**config.mk**
```make
export PLATFORM = sky130hd
export DESIGN_NAME = baud_clock_gen
export DESIGN_NICKNAME = d
export VERILOG_FILES = /design/src/rtl/baud_pkg.sv /design/src/rtl/baud_ctrl.sv /design/src/rtl/baud_datapath.sv /design/src/rtl/baud_clock_gen.sv
export SDC_FILE = /design/constraint.sdc
export NUM_CORES = 1
export LEC_CHECK = 0
export ABC_AREA = 1
export BUFFER_PORTS_ARGS = -buffer_cell sky130_fd_sc_hd__buf_2
export CAP_MARGIN = 25
export CORE_MARGIN = 4
export CORE_UTILIZATION = 55
export CTS_CLUSTER_SIZE = 24
export DETAILED_ROUTE_END_ITERATION = 10
export PLACE_DENSITY = 0.86
export SLEW_MARGIN = 20
export SYNTH_ARGS = -nofsm -noshare
export SYNTH_HDL_FRONTEND = slang
export SYNTH_SLANG_ARGS = --single-unit
```
**constraint.sdc**
```tcl
create_clock -name clk -period 1.6 [get_ports clk]
set_input_delay 0.16 -clock clk [delete_from_list [all_inputs] [get_ports clk]]
set_output_delay 0.16 -clock clk [all_outputs]
set_load 0.05 [all_outputs]
```
**src/rtl/baud_pkg.sv**
```systemverilog
package baud_pkg;

  typedef struct packed {
    logic restart;
    logic srcTick;
  } chainStrobeT;

  function automatic logic [6:0] gearLimit(input logic [1:0] code);
    case (code)
      2'b00:   return 7'd63;
      2'b01:   return 7'd15;
      2'b10:   return 7'd7;
      default: return 7'd3;
    endcase
  endfunction

  function automatic logic [5:0] srcLimit(input logic [1:0] code);
    case (code)
      2'b01:   return 6'd15;
      2'b10:   return 6'd63;
      default: return 6'd0;
    endcase
  endfunction

  function automatic logic [5:0] finalLimit(input logic ratio, input logic syncM);
    if (syncM)      return 6'd1;
    else if (ratio) return 6'd63;
    else            return 6'd15;
  endfunction

endpackage

```
**src/rtl/baud_ctrl.sv**
```systemverilog
module baud_ctrl
  import baud_pkg::*;
#(
  parameter int CMP_W       = 8,
  parameter int SYNC_STAGES = 2
) (
  input  logic             clk,
  input  logic             rstN,
  input  logic [1:0]       gearSel,
  input  logic [1:0]       srcSel,
  input  logic [CMP_W-1:0] cmpVal,
  input  logic             ratioSel,
  input  logic             syncMode,
  input  logic             extTick,
  output chainStrobeT      strobe
);

  localparam int GEAR_W = 7;
  localparam int SRC_W  = 6;
  localparam logic [1:0] SRC_EXT = 2'b11;

  // configuration snapshot for restart detection
  logic [CMP_W-1:0] cmpQ;
  logic [1:0]       srcQ;
  logic             ratioQ;
  logic             modeQ;
  logic             restart;

  always_ff @(posedge clk or negedge rstN) begin
    if (!rstN) begin
      cmpQ   <= '0;
      srcQ   <= '0;
      ratioQ <= 1'b0;
      modeQ  <= 1'b0;
    end else begin
      cmpQ   <= cmpVal;
      srcQ   <= srcSel;
      ratioQ <= ratioSel;
      modeQ  <= syncMode;
    end
  end

  assign restart = (cmpVal != cmpQ) || (srcSel != srcQ) ||
                   (ratioSel != ratioQ) || (syncMode != modeQ);

  // gear prescaler -> instruction-cycle tick
  logic [GEAR_W-1:0] gearCnt;
  logic              instTick;

  assign instTick = (gearCnt >= gearLimit(gearSel));

  always_ff @(posedge clk or negedge rstN) begin
    if (!rstN)          gearCnt <= '0;
    else if (restart)   gearCnt <= '0;
    else if (instTick)  gearCnt <= '0;
    else                gearCnt <= gearCnt + 1'b1;
  end

  // source prescaler on instruction ticks
  logic [SRC_W-1:0] srcCnt;
  logic             srcWrap;
  logic             intTick;

  assign srcWrap = (srcCnt >= srcLimit(srcSel));
  assign intTick = instTick && srcWrap;

  always_ff @(posedge clk or negedge rstN) begin
    if (!rstN)             srcCnt <= '0;
    else if (restart)      srcCnt <= '0;
    else if (instTick)     srcCnt <= srcWrap ? '0 : srcCnt + 1'b1;
  end

  // external tick synchronizer and rising-edge detect
  logic [SYNC_STAGES-1:0] extSync;
  logic                   extPrev;
  logic                   extRise;

  generate
    for (genvar i = 0; i < SYNC_STAGES; i++) begin : g_sync
      if (i == 0) begin : g_first
        always_ff @(posedge clk or negedge rstN) begin
          if (!rstN) extSync[0] <= 1'b0;
          else       extSync[0] <= extTick;
        end
      end else begin : g_next
        always_ff @(posedge clk or negedge rstN) begin
          if (!rstN) extSync[i] <= 1'b0;
          else       extSync[i] <= extSync[i-1];
        end
      end
    end
  endgenerate

  always_ff @(posedge clk or negedge rstN) begin
    if (!rstN) extPrev <= 1'b0;
    else       extPrev <= extSync[SYNC_STAGES-1];
  end

  assign extRise = extSync[SYNC_STAGES-1] && !extPrev;

  assign strobe.restart = restart;
  assign strobe.srcTick = (srcSel == SRC_EXT) ? extRise : intTick;

endmodule

```
**src/rtl/baud_datapath.sv**
```systemverilog
module baud_datapath
  import baud_pkg::*;
#(
  parameter int CMP_W = 8
) (
  input  logic             clk,
  input  logic             rstN,
  input  chainStrobeT      strobe,
  input  logic [CMP_W-1:0] cmpVal,
  input  logic             ratioSel,
  input  logic             syncMode,
  output logic             baudEn
);

  localparam int FIN_W = 6;

  // compare-match counter
  logic [CMP_W-1:0] cmpCnt;
  logic             match;

  assign match = strobe.srcTick && (cmpCnt >= cmpVal);

  always_ff @(posedge clk or negedge rstN) begin
    if (!rstN)                cmpCnt <= '0;
    else if (strobe.restart)  cmpCnt <= '0;
    else if (strobe.srcTick)  cmpCnt <= match ? '0 : cmpCnt + 1'b1;
  end

  // toggle stage: one half-tick per two matches
  logic toggleQ;
  logic halfTick;

  assign halfTick = match && toggleQ;

  always_ff @(posedge clk or negedge rstN) begin
    if (!rstN)               toggleQ <= 1'b0;
    else if (strobe.restart) toggleQ <= 1'b0;
    else if (match)          toggleQ <= !toggleQ;
  end

  // mode-dependent final divider
  logic [FIN_W-1:0] finCnt;
  logic             finWrap;

  assign finWrap = (finCnt >= finalLimit(ratioSel, syncMode));

  always_ff @(posedge clk or negedge rstN) begin
    if (!rstN)               finCnt <= '0;
    else if (strobe.restart) finCnt <= '0;
    else if (halfTick)       finCnt <= finWrap ? '0 : finCnt + 1'b1;
  end

  always_ff @(posedge clk or negedge rstN) begin
    if (!rstN)               baudEn <= 1'b0;
    else if (strobe.restart) baudEn <= 1'b0;
    else                     baudEn <= halfTick && finWrap;
  end

endmodule

```
**src/rtl/baud_clock_gen.sv**
```systemverilog
module baud_clock_gen
  import baud_pkg::*;
#(
  parameter int CMP_W       = 8,
  parameter int SYNC_STAGES = 2
) (
  input  logic             clk,
  input  logic             rstN,
  input  logic [1:0]       gearSel,
  input  logic [1:0]       srcSel,
  input  logic [CMP_W-1:0] cmpVal,
  input  logic             ratioSel,
  input  logic             syncMode,
  input  logic             extTick,
  output logic             baudEn
);

  chainStrobeT strobe;

  baud_ctrl #(.CMP_W(CMP_W), .SYNC_STAGES(SYNC_STAGES)) u_ctrl (
    .clk      (clk),
    .rstN     (rstN),
    .gearSel  (gearSel),
    .srcSel   (srcSel),
    .cmpVal   (cmpVal),
    .ratioSel (ratioSel),
    .syncMode (syncMode),
    .extTick  (extTick),
    .strobe   (strobe)
  );

  baud_datapath #(.CMP_W(CMP_W)) u_dp (
    .clk      (clk),
    .rstN     (rstN),
    .strobe   (strobe),
    .cmpVal   (cmpVal),
    .ratioSel (ratioSel),
    .syncMode (syncMode),
    .baudEn   (baudEn)
  );

endmodule

```
; ---- Word-level counts from Yosys, hierarchy flattened
; Index checks and enable logic that the tools add are counted.
[totals]
mem_bits_rw = 0
output_inout_bits = 1
latch_bits = 0
rom_bits = 0
memories = 0
reg_bits = 44
word_cells = 64
in_bits = 17
[op_classes]
bitwise = 0
n_shift = 0
n_lt_le_gt_ge = 4
n_div = 0
n_addsub = 4
reduce_logical = 15
n_eq_ne = 9
n_mux = 19
n_mul = 0
[op_table]
columns = cell, n
row1 = two-way mux 6 bit, 8
row2 = two-way mux 8 bit, 3
row3 = case mux 6 bit (3 select lines), 1
row4 = two-way mux 7 bit, 2
row5 = "adder 6 x 1 -> 6 bit, second input constant", 2
row6 = greater-or-equal comparator 6 bit, 2
row7 = case mux 6 bit (2 select lines), 1
row8 = "adder 8 x 1 -> 8 bit, second input constant", 1
row9 = greater-or-equal comparator 8 bit, 1
row10 = inequality test 8 bit, 1
row11 = nonzero test 2 bit, 4
row12 = "adder 7 x 1 -> 7 bit, second input constant", 1
row13 = greater-or-equal comparator 7 x 6 -> 1 bit, 1
row14 = "equality test 2 bit, second input constant", 3
row15 = logical AND 1 bit, 5
row16 = "equality test 2 x 1 -> 1 bit, second input constant", 2
row17 = two-way mux 1 bit, 4
row18 = logical OR 1 bit, 3
row19 = logical NOT 1 bit, 2
row20 = logical NOT 2 bit, 1
row21 = inequality test 1 bit, 2
row22 = inequality test 2 bit, 1

; ---- Longest topological paths before layout
[depth]
ltp_word = 9
ltp_mapped = 17
depth_no_buf = 17

; ---- Hierarchy
; From an unflattened synthesis, not the netlist that was laid out.
[hier_totals]
hier_cells = 330
hier_area_um2 = 2701.3
[modules_own_cells]
columns = module, cells_each, seq_area_each_um2, n_inst, area_each_um2
row1 = baud_ctrl, 181, 700.7, 1, 1532.7
row2 = baud_datapath, 149, 400.4, 1, 1168.6

; ---- Worst setup path before layout
; OpenSTA, ideal clock, no wires.
[synth_timing]
path_type = input port to flip-flop
from = input port srcSel[0]
to = register u_dp.finCnt[4]
setup_time_ns = 0.117
arrival_time_ns = 1.655
slack_ns = -0.173
stages = 17
t_required_ns = 1.483
n_path_buf = 0
path_cell_list = inv_1 -> ha_1 -> inv_1 -> ha_1 -> inv_1 -> nand2_1 -> nand2_1 -> nand2_1 -> nand2_1 -> nand2_1 -> nand3_2 -> nand2_4 -> nand3_2 -> nand2_2 -> inv_2 -> nand2_1 -> nand2_1
[synth_between]
elab_chain_len = 8
word_cells_on_any_way = 15
cone_classes = 1 x order compare / 4 x eq/ne / 3 x mux / 7 x reduce/logical
[synth_lines]
columns = element, line
row1 = start: declaration, baud_clock_gen.sv:10  ; input logic [1:0] srcSel,
row2 = equality test 2 bit or equality test 2 x 1 -> 1 bit (tied branches), baud_pkg.sv:18  ; case (code)
row3 = case mux 6 bit (2 select lines), baud_pkg.sv:18
row4 = greater-or-equal comparator 6 bit, baud_ctrl.sv:64  ; assign srcWrap = (srcCnt >= srcLimit(srcSel));
row5 = logical AND 1 bit, baud_ctrl.sv:65  ; assign intTick = instTick && srcWrap;
row6 = two-way mux 1 bit, baud_ctrl.sv:102  ; assign strobe.srcTick = (srcSel == SRC_EXT) ? extRise : intTick;
row7 = logical AND 1 bit, baud_datapath.sv:21  ; assign match = strobe.srcTick && (cmpCnt >= cmpVal);
row8 = logical AND 1 bit, baud_datapath.sv:33  ; assign halfTick = match && toggleQ;
row9 = nonzero test 2 bit (no source line), -
row10 = end signal: assignment, baud_datapath.sv:50  ; else if (halfTick) finCnt <= finWrap ? '0 : finCnt + 1'b1;
row11 = end: declaration, baud_datapath.sv:42  ; logic [FIN_W-1:0] finCnt;
; Several ways; a longest one is shown, not always the timed one.
; A chain may end at the register's enable or synchronous reset.

; ---- Final worst setup path
[layout_timing]
from = register u_ctrl.cmpQ[2]
to = register u_dp.cmpCnt[5]
[layout_between]
elab_chain_len = 5
word_cells_on_any_way = 6
cone_classes = 1 x eq/ne / 1 x mux / 4 x reduce/logical
[layout_lines]
columns = element, line
row1 = start: declaration, baud_ctrl.sv:23  ; logic [CMP_W-1:0] cmpQ;
row2 = start signal: assignment, baud_ctrl.sv:36  ; cmpQ <= cmpVal;
row3 = inequality test 8 bit *, baud_ctrl.sv:43  ; assign restart = (cmpVal != cmpQ) || (srcSel != srcQ) ||
row4 = logical OR 1 bit * (2 in series), baud_ctrl.sv:43
row5 = logical OR 1 bit *, baud_ctrl.sv:44  ; (ratioSel != ratioQ) || (syncMode != modeQ);
row6 = two-way mux 8 bit or nonzero test 2 bit (tied branches), -
row7 = end signal: assignment, baud_datapath.sv:26  ; else if (strobe.srcTick) cmpCnt <= match ? '0 : cmpCnt + 1'b1;
row8 = end: declaration, baud_datapath.sv:18  ; logic [CMP_W-1:0] cmpCnt;
; Every way passes the cells marked *; elsewhere a longest branch is shown, timed or not.

==> impl_metrics.yaml <==
synth:
  yosysSeqAreaShare: 0.396
  synth-seq-cells: 44
  async_reset_ff_frac: 1.00
  synth_nets: 392
  synth_ff_type: "dfrtp_1"
  synth.top_cell.area_share: 0.396
  synth_edf_count: 0
  synthCells: 346
  avgSynthCellArea_um2: 8.04
  ys_warn_count: 0
  syn_area_um2: 2780
  synthTopCellsByArea: "dfrtp_1 40%, ha_1 13%, nand2_1 13%"
  ys_types: 31
  yosys.area.top_type: "dfrtp_1"
detailed_routing:
  wl_per_cell_um: 14.3
  drt_wl_total_um: 7020
  drc_errors: 0
  ant_nets: 0
  via_per_inst: 5.27
  dr_total_vias: 2591
  drt_pass1_iterations: 5
  drt_first_iter_violations: 197
worst_setup_path:
  cpLargestDelayFamily: "simple AND/OR/NAND/NOR gates"
  cp_cell_sequence: "xnor2_1 > nand2_1 > nor2_2 > nand2_2 > nor2_8 > buf_4 > nand2_8 > inv_4 > nand2_1 > nor2_1"
  cp_common_cell: "nand2_1"
  path_class: "reg2reg"
  critPathCaptureType: "flop"
  cp_slowest_cell: "dfrtp_1"
  cp_max_fo: 7
  crit_arrival_ps: 2090
  cp-start-kind: "flop"
  max_stage_delay_ps: 400
  critPathRequiredTime_ps: 1830
  path_buf_inv: 2
clocking:
  clock_path_buffers: 2
  worst_skew_pair.late_latency_ps: 300
  root_buffer: "clkbuf_8"
  htree_num_levels: 2
  clkSinkCount: 44
  cts.clk_slew.worst_paths_ps: 80
  cts_made_buffers: 5
  cts_tree: "done"
timing:
  slew-limit-headroom: 0.635
  hold-worst-slack_ps: 13.2
  clock-skew-final_ps: 9.70
  slew_violations: 0
  worst_slack_ps: -258
  finalSetupViolCount: 29
  rsz0062_at_grt: "true"
  tightest_slew_ps: 548
  fmax_mhz: 538
  layout_min_cycle_time_ps: 1860
  fin_crit_sh: 1.16
  hold_viol_final: 0
power:
  p_leak_nw: 1.93
  ir_worst_vdd_uv: 537
  powerDensity_nw_per_um2: 553
floorplanning:
  die_x_um: 79.1
  die_height_um: 79.1
  die_area_um2: 6260
  ios: 18
  initial_core_util: 0.578
  rows: 25
  core_um2: 4820
cells_and_area:
  fin_util: 0.797
  postLayoutCellArea_um2: 3840
  final_nets: 470
  fillers: 302
  num_antenna_cells: 0
  drive_above_1_share: 0.369
  synthToLayoutAreaGrowth_pct: 38.0
global_route:
  grt_pass1_wl_um: 10100
  grt_use_met1: 0.236
  grt_remaining_overflow: 0
  antenna_found_initial: 0
  grt_busiest_layer: "met2"
  grt_use_met2: 0.361
  grt_start_max_net_pins: 45
  grt_pass1_vias: 2410
  grt.met3_usage: 0.0442
  gr-usage-all-layers: 0.204
run_status:
  status: "finished, violations left"
  violations: "negative setup slack"
place:
  placed_cell_area_um2: 3330
  dpl_worst_slack_ps: -409
  place.gp.congestion: 0.849
  port_buffers: 17
  hpwl_um: 4430
run:
  max_cap_viol_count: 0
worst_hold_path:
  min_path_type: "in2reg"
power by group:
part | leakage [nW] | internal, mW | switching (mW) | total (mW)
logic | 1.30 | 0.117 | 0.149 | 0.265
clock network | 0.0455 | 0.352 | 0.367 | 0.720
registers | 0.578 | 1.13 | 0.00941 | 1.14
Yosys cell counts, drive strengths merged, types with 3 or more instances:
library cell	number
nand2	98
inv	59
dfrtp	44
nor2	41
ha	29
nand3	19
a21oi	11
xnor2	9
xor2	7
nor3	5
o21ai	5
nand4	4
nor3b	3
worst reg2reg max path, stage by stage (launching register included):
cell	delay, ps
dfrtp_1	400
xnor2_1	240
nand2_1	150
nor2_2	220
nand2_2	130
nor2_8	150
buf_4	190
nand2_8	90
inv_4	60
nand2_1	60
nor2_1	110
logic make-up after synthesis:
logic type / after synthesis / share of synthesized area
xor+xnor: 16 / 0.0504
compound gates: 21 / 0.0414
simple gates: 174 / 0.293
buf+inv: 62 / 0.0890
flops: 44 / 0.396
fa+ha+maj: 29 / 0.130
metal layers:
metal	vias to the layer above	routed length (µm)
li1	1235	-
met1	1221	2690
met2	97	3660
met3	38	339
met4	0	323
met5	-	0
cells in the final DEF, fill, tap and decap left out, types with 2 or more instances in the layout:
cell / n
buf_6: 2
xor2_1: 7
o22ai_2: 2
dlygate4sd3_1: 5
nand2_2: 17
inv_2: 6
a21oi_1: 6
ha_4: 10
nor2_1: 26
o21ai_0: 2
o21ai_1: 2
a21oi_2: 5
clkbuf_1: 2
nor3_2: 4
xnor2_1: 9
nand3_1: 10
nor2_4: 4
buf_4: 49
clkbuf_8: 6
nand3b_1: 2
nand3_2: 4
nor3b_1: 2
nand4_1: 4
inv_4: 2
nand2_8: 3
nand3_4: 6
nand2_4: 2
buf_2: 17
nor2_2: 10
inv_1: 49
nand2_1: 76
dfrtp_1: 43
ha_1: 19
registers in the layout (all words and copies together), names as in the netlist, 2 cells and up:
name            cells
u_dp.finCnt         6
u_ctrl.gearCnt      7
u_ctrl.extSync      2
u_dp.cmpCnt         8
u_ctrl.srcCnt       6
u_ctrl.srcQ         2
u_ctrl.cmpQ         8
through the flow:
stage / instances / total power, mW / setup TNS, ps
global route: 492 / 2.21 / -7460
detailed placement: 469 / 1.37 / -8410
global placement: 469 / 1.36 / -6700
floorplan: 346 / 1.27 / -384
finish: 492 / 2.12 / -5060
CTS: 482 / 2.09 / -2860
final cells by class:
type	instances	area, µm²	area share
clock buffers	8	90.1	0.0235
inverters	59	239	0.0622
multi-input cells	241	1800	0.469
flip-flops and latches	44	1100	0.287
well taps	67	83.8	0.0218
repair buffers	73	526	0.137
final timing paths:
path / cells past startpoint / endpoint / slack, ps / start
max in group asynchronous: 3 / u_ctrl.srcCnt[3] / 720 / rstN
hold reg to reg: 0 / u_ctrl.extSync[1] / 350 / u_ctrl.extSync[0]
setup / recovery: 10 / u_dp.cmpCnt[5] / -260 / u_ctrl.cmpQ[2]
min in group asynchronous: 3 / u_dp.cmpCnt[5] / 460 / rstN
hold / removal: 1 / u_ctrl.cmpQ[2] / 10 / cmpVal[2]
setup reg to reg: 10 / u_dp.cmpCnt[5] / -260 / u_ctrl.cmpQ[2]
what timing repair did:
item,in CTS,in global routing
endpoints found under the setup margin,29,29
buffers inserted,2,8
endpoints found under the hold margin,46,2
gates cloned,0,1
pin swaps,7,23
gates resized for setup,12,49
hold buffers,3,2
Power figures use the tool's default switching activity.
